--- src/rtl/fwh_pkg.sv ---
package fwh_pkg;

  localparam logic [3:0] START_CODE = 4'b1101;
  localparam logic [3:0] SYNC_READY = 4'b0000;
  localparam logic [3:0] SIZE_ONE   = 4'b0000;
  localparam logic [3:0] NIB_ONES   = 4'b1111;
  localparam int         ADDR_NIBS  = 7;
  localparam int         CNT_W      = $clog2(ADDR_NIBS);

  typedef enum logic [3:0] {
    ST_IDLE,
    ST_SEL,
    ST_ADDR,
    ST_SIZE,
    ST_HTAR,
    ST_FLOAT,
    ST_SYNC,
    ST_DLO,
    ST_DHI,
    ST_TTAR
  } fwhState_e;

  typedef enum logic [2:0] {
    DRV_OFF,
    DRV_SYNC,
    DRV_LO,
    DRV_HI,
    DRV_ONES
  } drvSel_e;

  typedef struct packed {
    logic    shiftAddr;
    logic    readMem;
    logic    loadData;
    drvSel_e drv;
  } fwhStrobe_t;

endpackage

--- src/rtl/fwh_ctrl.sv ---
module fwh_ctrl
  import fwh_pkg::*;
(
  input  logic       clk,
  input  logic       rstN,
  input  logic       frameN,
  input  logic [3:0] busIn,
  input  logic [3:0] idStrap,
  output fwhStrobe_t strobe
);

  fwhState_e        state, stateNxt;
  logic [CNT_W-1:0] nibCnt, nibCntNxt;

  logic startSeen;
  assign startSeen = !frameN && (busIn == START_CODE);

  always_ff @(posedge clk or negedge rstN) begin
    if (!rstN) begin
      state  <= ST_IDLE;
      nibCnt <= '0;
    end else begin
      state  <= stateNxt;
      nibCnt <= nibCntNxt;
    end
  end

  always_comb begin
    stateNxt  = state;
    nibCntNxt = nibCnt;
    strobe    = '{shiftAddr: 1'b0, readMem: 1'b0, loadData: 1'b0, drv: DRV_OFF};
    unique case (state)
      ST_IDLE: begin
        if (startSeen) stateNxt = ST_SEL;
      end
      ST_SEL: begin
        if (!frameN) begin
          // strobe still low: only the final low-strobe nibble counts
          if (!startSeen) stateNxt = ST_IDLE;
        end else if (busIn == idStrap) begin
          stateNxt  = ST_ADDR;
          nibCntNxt = '0;
        end else begin
          stateNxt = ST_IDLE;
        end
      end
      ST_ADDR: begin
        strobe.shiftAddr = 1'b1;
        if (nibCnt == CNT_W'(ADDR_NIBS - 1)) stateNxt = ST_SIZE;
        else nibCntNxt = nibCnt + 1'b1;
      end
      ST_SIZE: begin
        stateNxt = (busIn == SIZE_ONE) ? ST_HTAR : ST_IDLE;
      end
      ST_HTAR: begin
        strobe.readMem = 1'b1;
        stateNxt       = ST_FLOAT;
      end
      ST_FLOAT: begin
        strobe.loadData = 1'b1;
        stateNxt        = ST_SYNC;
      end
      ST_SYNC: begin
        strobe.drv = DRV_SYNC;
        stateNxt   = ST_DLO;
      end
      ST_DLO: begin
        strobe.drv = DRV_LO;
        stateNxt   = ST_DHI;
      end
      ST_DHI: begin
        strobe.drv = DRV_HI;
        stateNxt   = ST_TTAR;
      end
      ST_TTAR: begin
        strobe.drv = DRV_ONES;
        stateNxt   = ST_IDLE;
      end
      default: stateNxt = ST_IDLE;
    endcase
  end

endmodule

--- src/rtl/fwh_dpath.sv ---
module fwh_dpath
  import fwh_pkg::*;
#(
  parameter int ADDR_W = 20
) (
  input  logic              clk,
  input  logic              rstN,
  input  logic [3:0]        busIn,
  input  fwhStrobe_t        strobe,
  input  logic [7:0]        memRdData,
  output logic [ADDR_W-1:0] memAddr,
  output logic              memRdEn,
  output logic [3:0]        busOut,
  output logic              busOe
);

  logic [ADDR_W-1:0] addrShift;
  logic [7:0]        dataReg;

  // only the low ADDR_W bits are kept; upper nibbles shift out
  generate
    if (ADDR_W > 4) begin : g_wide
      always_ff @(posedge clk or negedge rstN) begin
        if (!rstN)                 addrShift <= '0;
        else if (strobe.shiftAddr) addrShift <= {addrShift[ADDR_W-5:0], busIn};
      end
    end else begin : g_narrow
      always_ff @(posedge clk or negedge rstN) begin
        if (!rstN)                 addrShift <= '0;
        else if (strobe.shiftAddr) addrShift <= busIn[ADDR_W-1:0];
      end
    end
  endgenerate

  always_ff @(posedge clk or negedge rstN) begin
    if (!rstN)                dataReg <= '0;
    else if (strobe.loadData) dataReg <= memRdData;
  end

  assign memAddr = addrShift;
  assign memRdEn = strobe.readMem;
  assign busOe   = (strobe.drv != DRV_OFF);

  always_comb begin
    unique case (strobe.drv)
      DRV_SYNC: busOut = SYNC_READY;
      DRV_LO:   busOut = dataReg[3:0];
      DRV_HI:   busOut = dataReg[7:4];
      default:  busOut = NIB_ONES;
    endcase
  end

endmodule

--- src/rtl/fwh_read_target.sv ---
module fwh_read_target
  import fwh_pkg::*;
#(
  parameter int ADDR_W = 20
) (
  input  logic              clk,
  input  logic              rstN,
  input  logic              frameN,
  input  logic [3:0]        busIn,
  output logic [3:0]        busOut,
  output logic              busOe,
  input  logic [3:0]        idStrap,
  output logic [ADDR_W-1:0] memAddr,
  output logic              memRdEn,
  input  logic [7:0]        memRdData
);

  fwhStrobe_t strobe;

  fwh_ctrl u_ctrl (
    .clk     (clk),
    .rstN    (rstN),
    .frameN  (frameN),
    .busIn   (busIn),
    .idStrap (idStrap),
    .strobe  (strobe)
  );

  fwh_dpath #(.ADDR_W(ADDR_W)) u_dpath (
    .clk       (clk),
    .rstN      (rstN),
    .busIn     (busIn),
    .strobe    (strobe),
    .memRdData (memRdData),
    .memAddr   (memAddr),
    .memRdEn   (memRdEn),
    .busOut    (busOut),
    .busOe     (busOe)
  );

endmodule

--- config.mk ---
export PLATFORM = sky130hd
export DESIGN_NAME = fwh_read_target
export DESIGN_NICKNAME = d
export VERILOG_FILES = /design/src/rtl/fwh_pkg.sv /design/src/rtl/fwh_ctrl.sv /design/src/rtl/fwh_dpath.sv /design/src/rtl/fwh_read_target.sv
export SDC_FILE = /design/constraint.sdc
export NUM_CORES = 1
export LEC_CHECK = 0
export ABC_AREA = 1
export BUFFER_PORTS_ARGS = -buffer_cell sky130_fd_sc_hd__buf_2
export CAP_MARGIN = 20
export CORE_MARGIN = 4
export CORE_UTILIZATION = 47
export CTS_CLUSTER_DIAMETER = 30
export DETAILED_ROUTE_END_ITERATION = 10
export GPL_ROUTABILITY_DRIVEN = 0
export GPL_TIMING_DRIVEN = 0
export PLACE_DENSITY = 0.72
export SETUP_SLACK_MARGIN = 0.2
export SKIP_LAST_GASP = 1
export SYNTH_ARGS = -nofsm -noshare
export SYNTH_HDL_FRONTEND = slang
export SYNTH_HIERARCHICAL = 1
export SYNTH_SLANG_ARGS = --single-unit
--- constraint.sdc ---
create_clock -name clk -period 1.4 [get_ports clk]
set_clock_uncertainty 0.05 [all_clocks]
set_input_delay 0.21 -clock clk [delete_from_list [all_inputs] [get_ports clk]]
set_output_delay 0.21 -clock clk [all_outputs]
set_load 0.02 [all_outputs]
==> flow_summary.yaml, run 1 <==
critical_path:
  crit_arrival_ps: 1790
  worst-r2r-cell-count: 8
  cp.required_ps: 1140
  r2r_setup_slack_ps: -190
  critPathMaxFanout: 6
  cp-start-kind: "flop"
  reg2reg_to: "u_dpath/memAddr[13]"
  r2r_start: "u_ctrl/state[3]"
  setup.worst_path.class: "flop to primary output"
  crit_path_end_kind: "primary output"
timing:
  max_freq_mhz: 489
  final_critical_path_setup_slack_ps: -647
  setup_viol_count_final: 30
  timing.slew.headroom_pct: 67.8
  setup_repair_after_global_routing_missed_its_margin: "true"
  hold_viol_final: 0
  max_slew.worst_pin.slew_ps: 483
  final_max_slew_viol_count: 0
  post-route-period-util_pct: 146
  post-route-min-period_ps: 2050
  fin_hold_ws_ps: 88.7
pwr:
  switching_share_pct: 44.3
  ir_worst_vdd_uv: 1500
  power.static_leakage_nw: 1.43
  comb_power_share_pct: 54.5
  report.power.total_w: 0.00585
  sequentialPowerShare_pct: 31.6
  power_report.internal_total_w: 0.00326
  power_per_cell_area_nw_per_um2: 2070
  switching_power_w: 0.00259
  power_frac_clock_pct: 13.8
cts:
  cts.htree.levels: 2
  clk_transition_reported_paths_ps: 70
  clock_insertion_delay_worst_skew_ps: 280
  cts_max_path_buffers: 2
  clock-sinks: 35
  cts.root.buffer_cell: "clkbuf_8"
  cts_tree: "yes"
  cts_made_buffers: 5
route:
  routed_wire_length_per_instance_microns: 16.5
  count_of_antenna_violating_nets_left_after_detailed_routing: 0
  postRouteWirelength_microns: 5780
  first_pass_iters: 4
  routed-via-count: 1824
  avgViaCountPerCell: 5.21
  drc: 0
  initial_drt_markers: 111
status:
  violated_checks: "setup timing"
  outcome: "complete, but fails checks"
hold_path:
  hold_end: "u_dpath/dataReg[6]"
  holdCritStartpoint: "memRdData[6]"
  hold_class: "input pin to flop"
  min_path_cells: 3
floorplanning:
  floorplan.initialDensity_pct: 50.4
  boundaryPins: 45
  die_area_sq_um: 4760
  rows: 21
  die_height_microns: 69.0
  fp.dieW_microns: 69.0
  coreArea_sq_um: 3470
synth:
  yosys_register_bits: 35
  leading_register_cell_type_out_of_synthesis: "dfrtp_1"
  synth_nets: 244
  yosysSeqAreaShare_pct: 50.1
  share_of_yosys_cell_area_claimed_by_the_top_area_cell_type_pct: 50.1
  netlist_top_cells_count: "nand2_1 (55), inv_1 (36), dfrtp_1 (35), nor2_1 (23), o21ai_0 (23)"
  synthDistinctLibCells: 23
  netlist.top_cell.by_area: "dfrtp_1"
  synth_edf_count: 0
  synth_most_common_cell: "nand2_1"
  synth_async_reset_ratio_pct: 100
  netlist_instances: 223
  postSynthAreaPerCell_sq_um: 7.84
  ys_warnings: 6
  synthTopCellsByArea: "dfrtp_1 (50%), nand2_1 (12%), inv_1 (7.7%)"
  post_synth_design_cell_area_sq_um: 1750
placement:
  placed_cell_count: 313
  detailed_place_hpwl_microns: 2670
  place_area_sq_um: 2070
  place.port_buffers: 44
final_layout:
  post-route-cell-area_sq_um: 2820
  drive_gt1_share_pct: 53.3
  final-instance-count-excl-fill: 350
  design.final.nets: 324
  antennaDiodeCount: 0
  finalCoreUtilization_pct: 81.3
  area_growth_syn_to_layout_pct: 61.4
global_route:
  grt_max_degree: 36
  grt_pass1_vias: 1509
  overflow: 0
  globalRouteTotalUtil_pct: 19.9
  global_route_wire_length_before_repair_microns: 6890
  antenna_found_initial: 0
flow_run:
  max-cap-violations: 0
## worst max path at each step
stage | start | to | cells after the start
finish | u_ctrl/state[0] | busOut[3] | 8
global route | u_ctrl/state[0] | busOut[3] | 8
CTS | u_ctrl/state[1] | busOut[3] | 8
detailed placement | u_ctrl/state[0] | busOut[0] | 8
global placement | u_ctrl/state[3] | busOut[3] | 8
floorplan | u_ctrl/state[0] | busOut[0] | 7
## placed cells by master, fill, tap and decap left out, types with 3 or more instances in the layout
cell type and instances:
o21ai_2 9, inv_1 32, clkbuf_8 7, nand2_1 32, buf_8 5, nand2_4 7
buf_6 17, nor2_2 5, inv_2 7, nand4_1 9, buf_4 15, o21ai_0 3
o21ai_1 11, nand2_2 17, buf_2 38, nor2_1 10, a21oi_2 6, dfrtp_1 34
nor2_4 12, nand3_2 6
## repair_timing
action / 4_1_cts / 5_1_grt
hold endpoints to repair: 35 / 0
endpoints found under the setup margin: 39 / 74
hold buffers: 1 / 0
buffers inserted: 13 / 9
pin swaps: 12 / 17
gates resized for setup: 31 / 105
cloned: 3 / 3
## area by class of cell
cell class	instances	area, sq um
buffer	7	91.3
clock buffer	7	96.3
clock inverter	1	7.51
fill	202	647
inverter	40	153
multi-input combinational	141	973
sequential	35	877
tap	46	57.6
timing repair buffer	73	566
## flip-flops by register name, summed over array words and instances, names as in the netlist
register,count
u_dpath/memAddr,20
u_ctrl/state,4
u_ctrl/nibCnt,3
u_dpath/dataReg,8
## routing by layer
| layer | up-vias | track usage (%) | wire length, microns |
|---|---|---|---|
| met1 | 881 | 26.7 | 2370 |
| met4 | 0 | 9.73 | 170 |
| li1 | 856 | - | - |
| met5 | - | 0 | 0 |
| met2 | 71 | 30.4 | 2980 |
| met3 | 16 | 4.21 | 250 |
## critical path: stages (launching register included)
cell     delay [ps]
dfrtp_1         430
nor2_2          170
nand3_2         150
o21ai_2         100
buf_6           140
buf_4           110
nand4_1         150
nand3_2         130
buf_6           120
## logic make-up after synthesis
family / count (synthesis) / synth area share [%]
flops: 35 / 50.1
buf+inv: 47 / 11.2
compound gates: 32 / 9.31
simple gates: 106 / 27.5
fa+ha+maj: 2 / 1.43
xor+xnor: 1 / 0.501
## per-stage QoR
stage / setup TNS [ps] / setup slack, ps
floorplan: -427 / -120
global placement: -2440 / -306
detailed placement: -2780 / -348
CTS: -3460 / -595
global route: -7340 / -735
finish: -5390 / -647
## power by group through the flow
stage / combinational, W / clock [W] / sequential (W)
after floorplan: 0.000979 / 0 / 0.00207
after global placement: 0.00184 / 0 / 0.00175
after detailed placement: 0.00188 / 0 / 0.00177
after CTS: 0.00222 / 0.000814 / 0.00175
final: 0.00319 / 0.000810 / 0.00185
after global routing: 0.00341 / 0.000868 / 0.00191
No activity file was read; power rests on OpenSTA's default activity.
==> run 2: changes to the inputs <==
BUFFER_PORTS_ARGS = -buffer_cell sky130_fd_sc_hd__clkbuf_2   (was -buffer_cell sky130_fd_sc_hd__buf_2)
==> run 2 against run 1 <==
- the flow finishes with violations (hold timing, setup timing)
- routed wire length decreased by 23%
- combinational power decreased by 18%
- core utilization decreased by 7.3 points
- clock-buffer cell count unchanged
- global-route usage about the same
- via count decreased by 9.9%
- die area unchanged
- clock power increased by 2%
- critical path depth unchanged
- sequential cell count unchanged
- power decreased by 11%
- sequential power decreased by 2%
- critical endpoint unchanged
- largest cell class is now sequential cells
==> flow_summary.yaml, run 2 (synthesized netlist as in run 1, its figures left out) <==
critical_path:
  crit_path_max_incr_delay_ps: 470
  setup.worst_path.class: "flop to primary output"
  path_cells: "nor2_4 -> nand3_4 -> o21ai_2 -> buf_6 -> buf_12 -> nand4_1 -> nand3_2 -> buf_2"
  critPathMaxFanout: 6
  crit_path_end_kind: "primary output"
  worst_path_dominant_cell_family: "flip-flops"
  crit_path_top_delay_cell: "dfrtp_2"
  cp-start-kind: "flop"
  critical_path.n_buffers_inverters: 3
  cp.required_ps: 1140
  crit_arrival_ps: 1690
timing:
  final_critical_path_setup_slack_ps: -549
  setup_repair_after_global_routing_missed_its_margin: "true"
  post-route-min-period_ps: 1950
  fin_hold_ws_ps: -46.1
  max_slew.worst_pin.slew_ps: 827
  hold_viol_final: 35
  final_max_slew_viol_count: 0
  post-route-period-util_pct: 139
  setup_viol_count_final: 19
  timing.slew.headroom_pct: 44.9
  max_freq_mhz: 513
final_layout:
  finalCoreUtilization_pct: 74.0
  final-instance-count-excl-fill: 339
  drive_gt1_share_pct: 38.9
  layout_common_cells: "nand2_1 (51), clkbuf_2 (40), dfrtp_1 (33)"
  design.final.nets: 313
  area_growth_syn_to_layout_pct: 46.9
  fillerInstances: 262
  antennaDiodeCount: 0
  post-route-cell-area_sq_um: 2570
  layout_commonest_cell: "nand2_1"
  largest_reg_flops: 20
cts:
  cts_made_buffers: 5
  clock-sinks: 35
  cts_tree: "yes"
  clk_transition_reported_paths_ps: 80
  cts_max_path_buffers: 2
  cts.root.buffer_cell: "clkbuf_8"
  cts.htree.levels: 2
  clock_insertion_delay_worst_skew_ps: 290
status:
  violated_checks: "hold timing, setup timing"
  outcome: "complete, but fails checks"
route:
  count_of_antenna_violating_nets_left_after_detailed_routing: 0
  postRouteWirelength_microns: 4460
  first_pass_iters: 4
  avgViaCountPerCell: 4.85
  initial_drt_markers: 71
  routed_wire_length_per_instance_microns: 13.1
  drc: 0
  routed-via-count: 1644
floorplanning:
  coreArea_sq_um: 3470
  fp.dieW_microns: 69.0
  floorplan.initialDensity_pct: 50.4
  die_height_microns: 69.0
  die_area_sq_um: 4760
  rows: 21
  boundaryPins: 45
placement:
  detailed_place_hpwl_microns: 2650
  place_area_sq_um: 2070
  place.port_buffers: 44
  placed_cell_count: 313
global_route:
  antenna_found_initial: 0
  globalRouteTotalUtil_pct: 19.8
  grt_pass1_vias: 1547
  overflow: 0
  grt_max_degree: 36
  global_route_wire_length_before_repair_microns: 6830
hold_path:
  hold_class: "input pin to asynchronous set/reset pin"
pwr:
  power_per_cell_area_nw_per_um2: 2040
  power.static_leakage_nw: 1.30
  ir_worst_vdd_uv: 1470
flow_run:
  max-cap-violations: 0
run 2: changes by cell type in the layout (fill, tap and decap cells not counted), sizes merged:
cell,delta
dlygate4sd3,-1
clkbuf,+41
buf,-51
run 2: report_power, final:
group	leakage [nW]	switching, W	internal, W
Sequential	0.415	0.000339	0.00147
Clock	0.0505	0.000379	0.000448
Combinational	0.831	0.00152	0.00108
Total	1.30	0.00224	0.00300
run 2: final cells by class:
cell class | count | area (sq um) | area share (%)
flip-flops and latches | 35 | 878 | 34.2
plain buffers | 7 | 92.6 | 3.61
repair buffers | 62 | 460 | 17.9
multi-input cells | 141 | 820 | 31.9
well taps | 46 | 57.6 | 2.24
inverters | 40 | 155 | 6.04
clock inverters | 1 | 7.51 | 0.292
clock buffers | 7 | 96.3 | 3.75
run 2: metrics by stage:
step	TNS (ps)	total power, W	setup WS [ps]
floorplan	-427	0.00304	-120
CTS	-3410	0.00482	-605
finish	-3120	0.00524	-549
global route	-4940	0.00560	-672
global placement	-2440	0.00360	-307
detailed placement	-2660	0.00365	-329
run 2: what timing repair did:
action | CTS | global route
endpoints found under the hold margin | 35 | 0
setup endpoints to repair | 39 | 39
gates resized for setup | 25 | 38
setup buffers | 9 | 4
cloned | 2 | 3
pin swaps | 6 | 7
run 2: path summary, 6_finish.rpt:
kind / start / end / slack [ps] / cells past startpoint
worst max-delay path: u_ctrl/state[1] / busOut[3] / -550 / 8
worst min-delay path: rstN / u_dpath/memAddr[12] / -50 / 1
worst max register to register: u_ctrl/state[1] / u_ctrl/state[0] / -90 / 10
worst min register to register: u_dpath/memAddr[12] / u_dpath/memAddr[16] / 460 / 2
max in group asynchronous: rstN / u_ctrl/state[0] / 780 / 1
min in group clk: memRdData[5] / u_dpath/dataReg[5] / 80 / 3
run 2: metal layers:
metal	wire length, microns	share of wire [%]	GRT usage, %
met5	0	0	0
met4	92	2.1	8.52
met3	224	5.0	4.38
met2	2110	47	30.8
met1	2030	45	26.6
==> run 3: changes to the inputs <==
PLACE_DENSITY = 0.82   (was 0.72)
==> run 3 against run 2 <==
- the flow still finishes with violations (hold timing, setup timing)
- clock power grew 14%
- setup slack lost 41 ps
- clock-buffer cell count shrank 1
- sequential cell count is the same
- first-iteration DRC count grew 30%
- routed wire length grew 1.7%
- power shrank 1.6%
- combinational power shrank 7%
- core utilization shrank 2.3 points
- sequential share of layout area grew 1.2 points
- final area shrank 3.2%
==> flow_summary.yaml, run 3 (synthesized netlist as in run 1, its figures left out) <==
critical_path:
  crit_path_end_kind: "primary output"
  cp-start-kind: "flop"
  critPathLaunch: "u_ctrl/state[0]"
  setup.worst_path.class: "flop to primary output"
  cp.required_ps: 1140
  crit_path_top_delay_cell: "dfrtp_2"
  reg2reg_to: "u_ctrl/state[0]"
  worst-r2r-cell-count: 11
  crit_arrival_ps: 1730
  path_cells: "inv_2 -> nand2_2 -> inv_2 -> nand2_1 -> nand2_4 -> nor2_4 -> nor2_4 -> nand3_2 -> buf_4"
  r2r_start: "u_ctrl/state[1]"
  r2r_setup_slack_ps: -140
  crit_path_max_incr_delay_ps: 450
  critPathMaxFanout: 7
  timing.critical_path.to: "busOut[2]"
floorplanning:
  die_height_microns: 69.0
  fp.dieW_microns: 69.0
  boundaryPins: 45
  die_area_sq_um: 4760
  floorplan.initialDensity_pct: 50.4
  rows: 21
  coreArea_sq_um: 3470
cts:
  cts_max_path_buffers: 2
  holdBufCountCts: 0
  cts_tree: "yes"
  cts.root.buffer_cell: "clkbuf_8"
  cts.htree.levels: 2
  cts_made_buffers: 5
  clk_transition_reported_paths_ps: 70
  clock_insertion_delay_worst_skew_ps: 290
  clock-sinks: 35
timing:
  setup_viol_count_final: 21
  fin_hold_ws_ps: -39.0
  final_max_slew_viol_count: 0
  hold_viol_final: 35
  setup_repair_after_global_routing_missed_its_margin: "true"
  final_critical_path_setup_slack_ps: -590
  post-route-period-util_pct: 142
  max_slew.worst_pin.slew_ps: 838
  timing.slew.headroom_pct: 44.1
  max_freq_mhz: 503
  post-route-min-period_ps: 1990
global_route:
  grt_use_met1_pct: 25.5
  grt_max_degree: 36
  groute.layer.met2.usage_pct: 36.1
  global_route_wire_length_before_repair_microns: 7330
  groute.layer.met3.usage_pct: 4.05
  overflow: 0
  globalRouteTotalUtil_pct: 21.0
  antenna_found_initial: 0
  grt_pass1_vias: 1655
  gr-max-usage-layer: "met2"
route:
  first_pass_iters: 4
  drc: 0
  count_of_antenna_violating_nets_left_after_detailed_routing: 0
  routed-via-count: 1695
  avgViaCountPerCell: 5.00
  postRouteWirelength_microns: 4530
  routed_wire_length_per_instance_microns: 13.4
  initial_drt_markers: 92
final_layout:
  area_growth_syn_to_layout_pct: 42.2
  finalCoreUtilization_pct: 71.7
  design.final.nets: 313
  layout_common_cells: "nand2_1 (52), clkbuf_2 (39), inv_1 (32), dfrtp_1 (32), o21ai_0 (22)"
  antennaDiodeCount: 0
  layout_commonest_cell: "nand2_1"
  fillerInstances: 263
  largest_reg_flops: 20
  drive_gt1_share_pct: 37.9
status:
  violated_checks: "hold timing, setup timing"
  outcome: "complete, but fails checks"
placement:
  place.port_buffers: 44
  detailed_place_hpwl_microns: 2750
hold_path:
  hold_class: "input pin to asynchronous set/reset pin"
pwr:
  power_per_cell_area_nw_per_um2: 2070
  ir_worst_vdd_uv: 1290
  power.static_leakage_nw: 1.29
  report.power.total_w: 0.00515
flow_run:
  max-cap-violations: 0
==> run 3: cell types whose count changed in the layout (fill, tap and decap cells not counted), moves of 2 or more <==
cell / before / now
o21ai_1: 2 / 0
o21ai_0: 20 / 22
clkbuf_16: 2 / 0
buf_12: 2 / 0
buf_8: 5 / 0
nor2_4: 9 / 6
nor2_2: 1 / 4
nand3_1: 2 / 4
buf_4: 8 / 14
buf_6: 8 / 11
==> run 3: where the power goes <==
group / switching (W) / internal, W
clock network: 0.000366 / 0.000576
registers: 0.000335 / 0.00147
logic: 0.00147 / 0.000942
total: 0.00217 / 0.00299
==> run 3: critical path: cells and delay by family, from the launching register on <==
family        cells  cell delay, ps
simple gates      6             640
flops             1             450
buf+inv           3             360
==> run 3: how the worst min path moves through the flow <==
| stage | start | endpoint | slack (ps) | depth (start not counted) |
|---|---|---|---|---|
| after floorplan | rstN | u_ctrl/nibCnt[0] | -140 | 0 |
| after global placement | rstN | u_dpath/memAddr[12] | 300 | 1 |
| after detailed placement | rstN | u_dpath/memAddr[8] | 300 | 1 |
| after CTS | rstN | u_dpath/memAddr[8] | 3 | 1 |
| after global routing | rstN | u_dpath/memAddr[8] | 30 | 1 |
| final | rstN | u_dpath/memAddr[8] | -40 | 1 |
==> run 3: final cells by class <==
cell class	count	area [sq um]	area share, %
clock inverter	2	35.0	1.41
inverter	40	155	6.24
multi-input combinational	141	792	31.9
buffer	7	77.6	3.12
sequential	35	880	35.4
timing repair buffer	62	407	16.4
clock buffer	6	82.6	3.32
tap	46	57.6	2.32
==> run 3: metal layers <==
metal  share of wire (%)  wire (microns)
met4                 1.7              79
met2                  51            2320
met1                  41            1860
met3                 6.0             270
met5                   0               0
==> run 3: through the flow <==
step                worst slack, ps  instances  hold slack (ps)  TNS (ps)  instance area [sq um]
global route                   -671        339             33.5     -6810                   2490
finish                         -590        339            -39.0     -3940                   2490
detailed placement             -337        313              304     -2280                   2070
global placement               -300        313              303     -2240                   2070
CTS                            -583        334             3.48     -2950                   2390
floorplan                      -120        223             -136      -427                   1790
==> run 3: timing repair <==
action,in CTS,in global routing
setup endpoints to repair,39,39
cloned,4,0
setup buffers,9,5
pin swaps,7,8
resized for setup,30,24
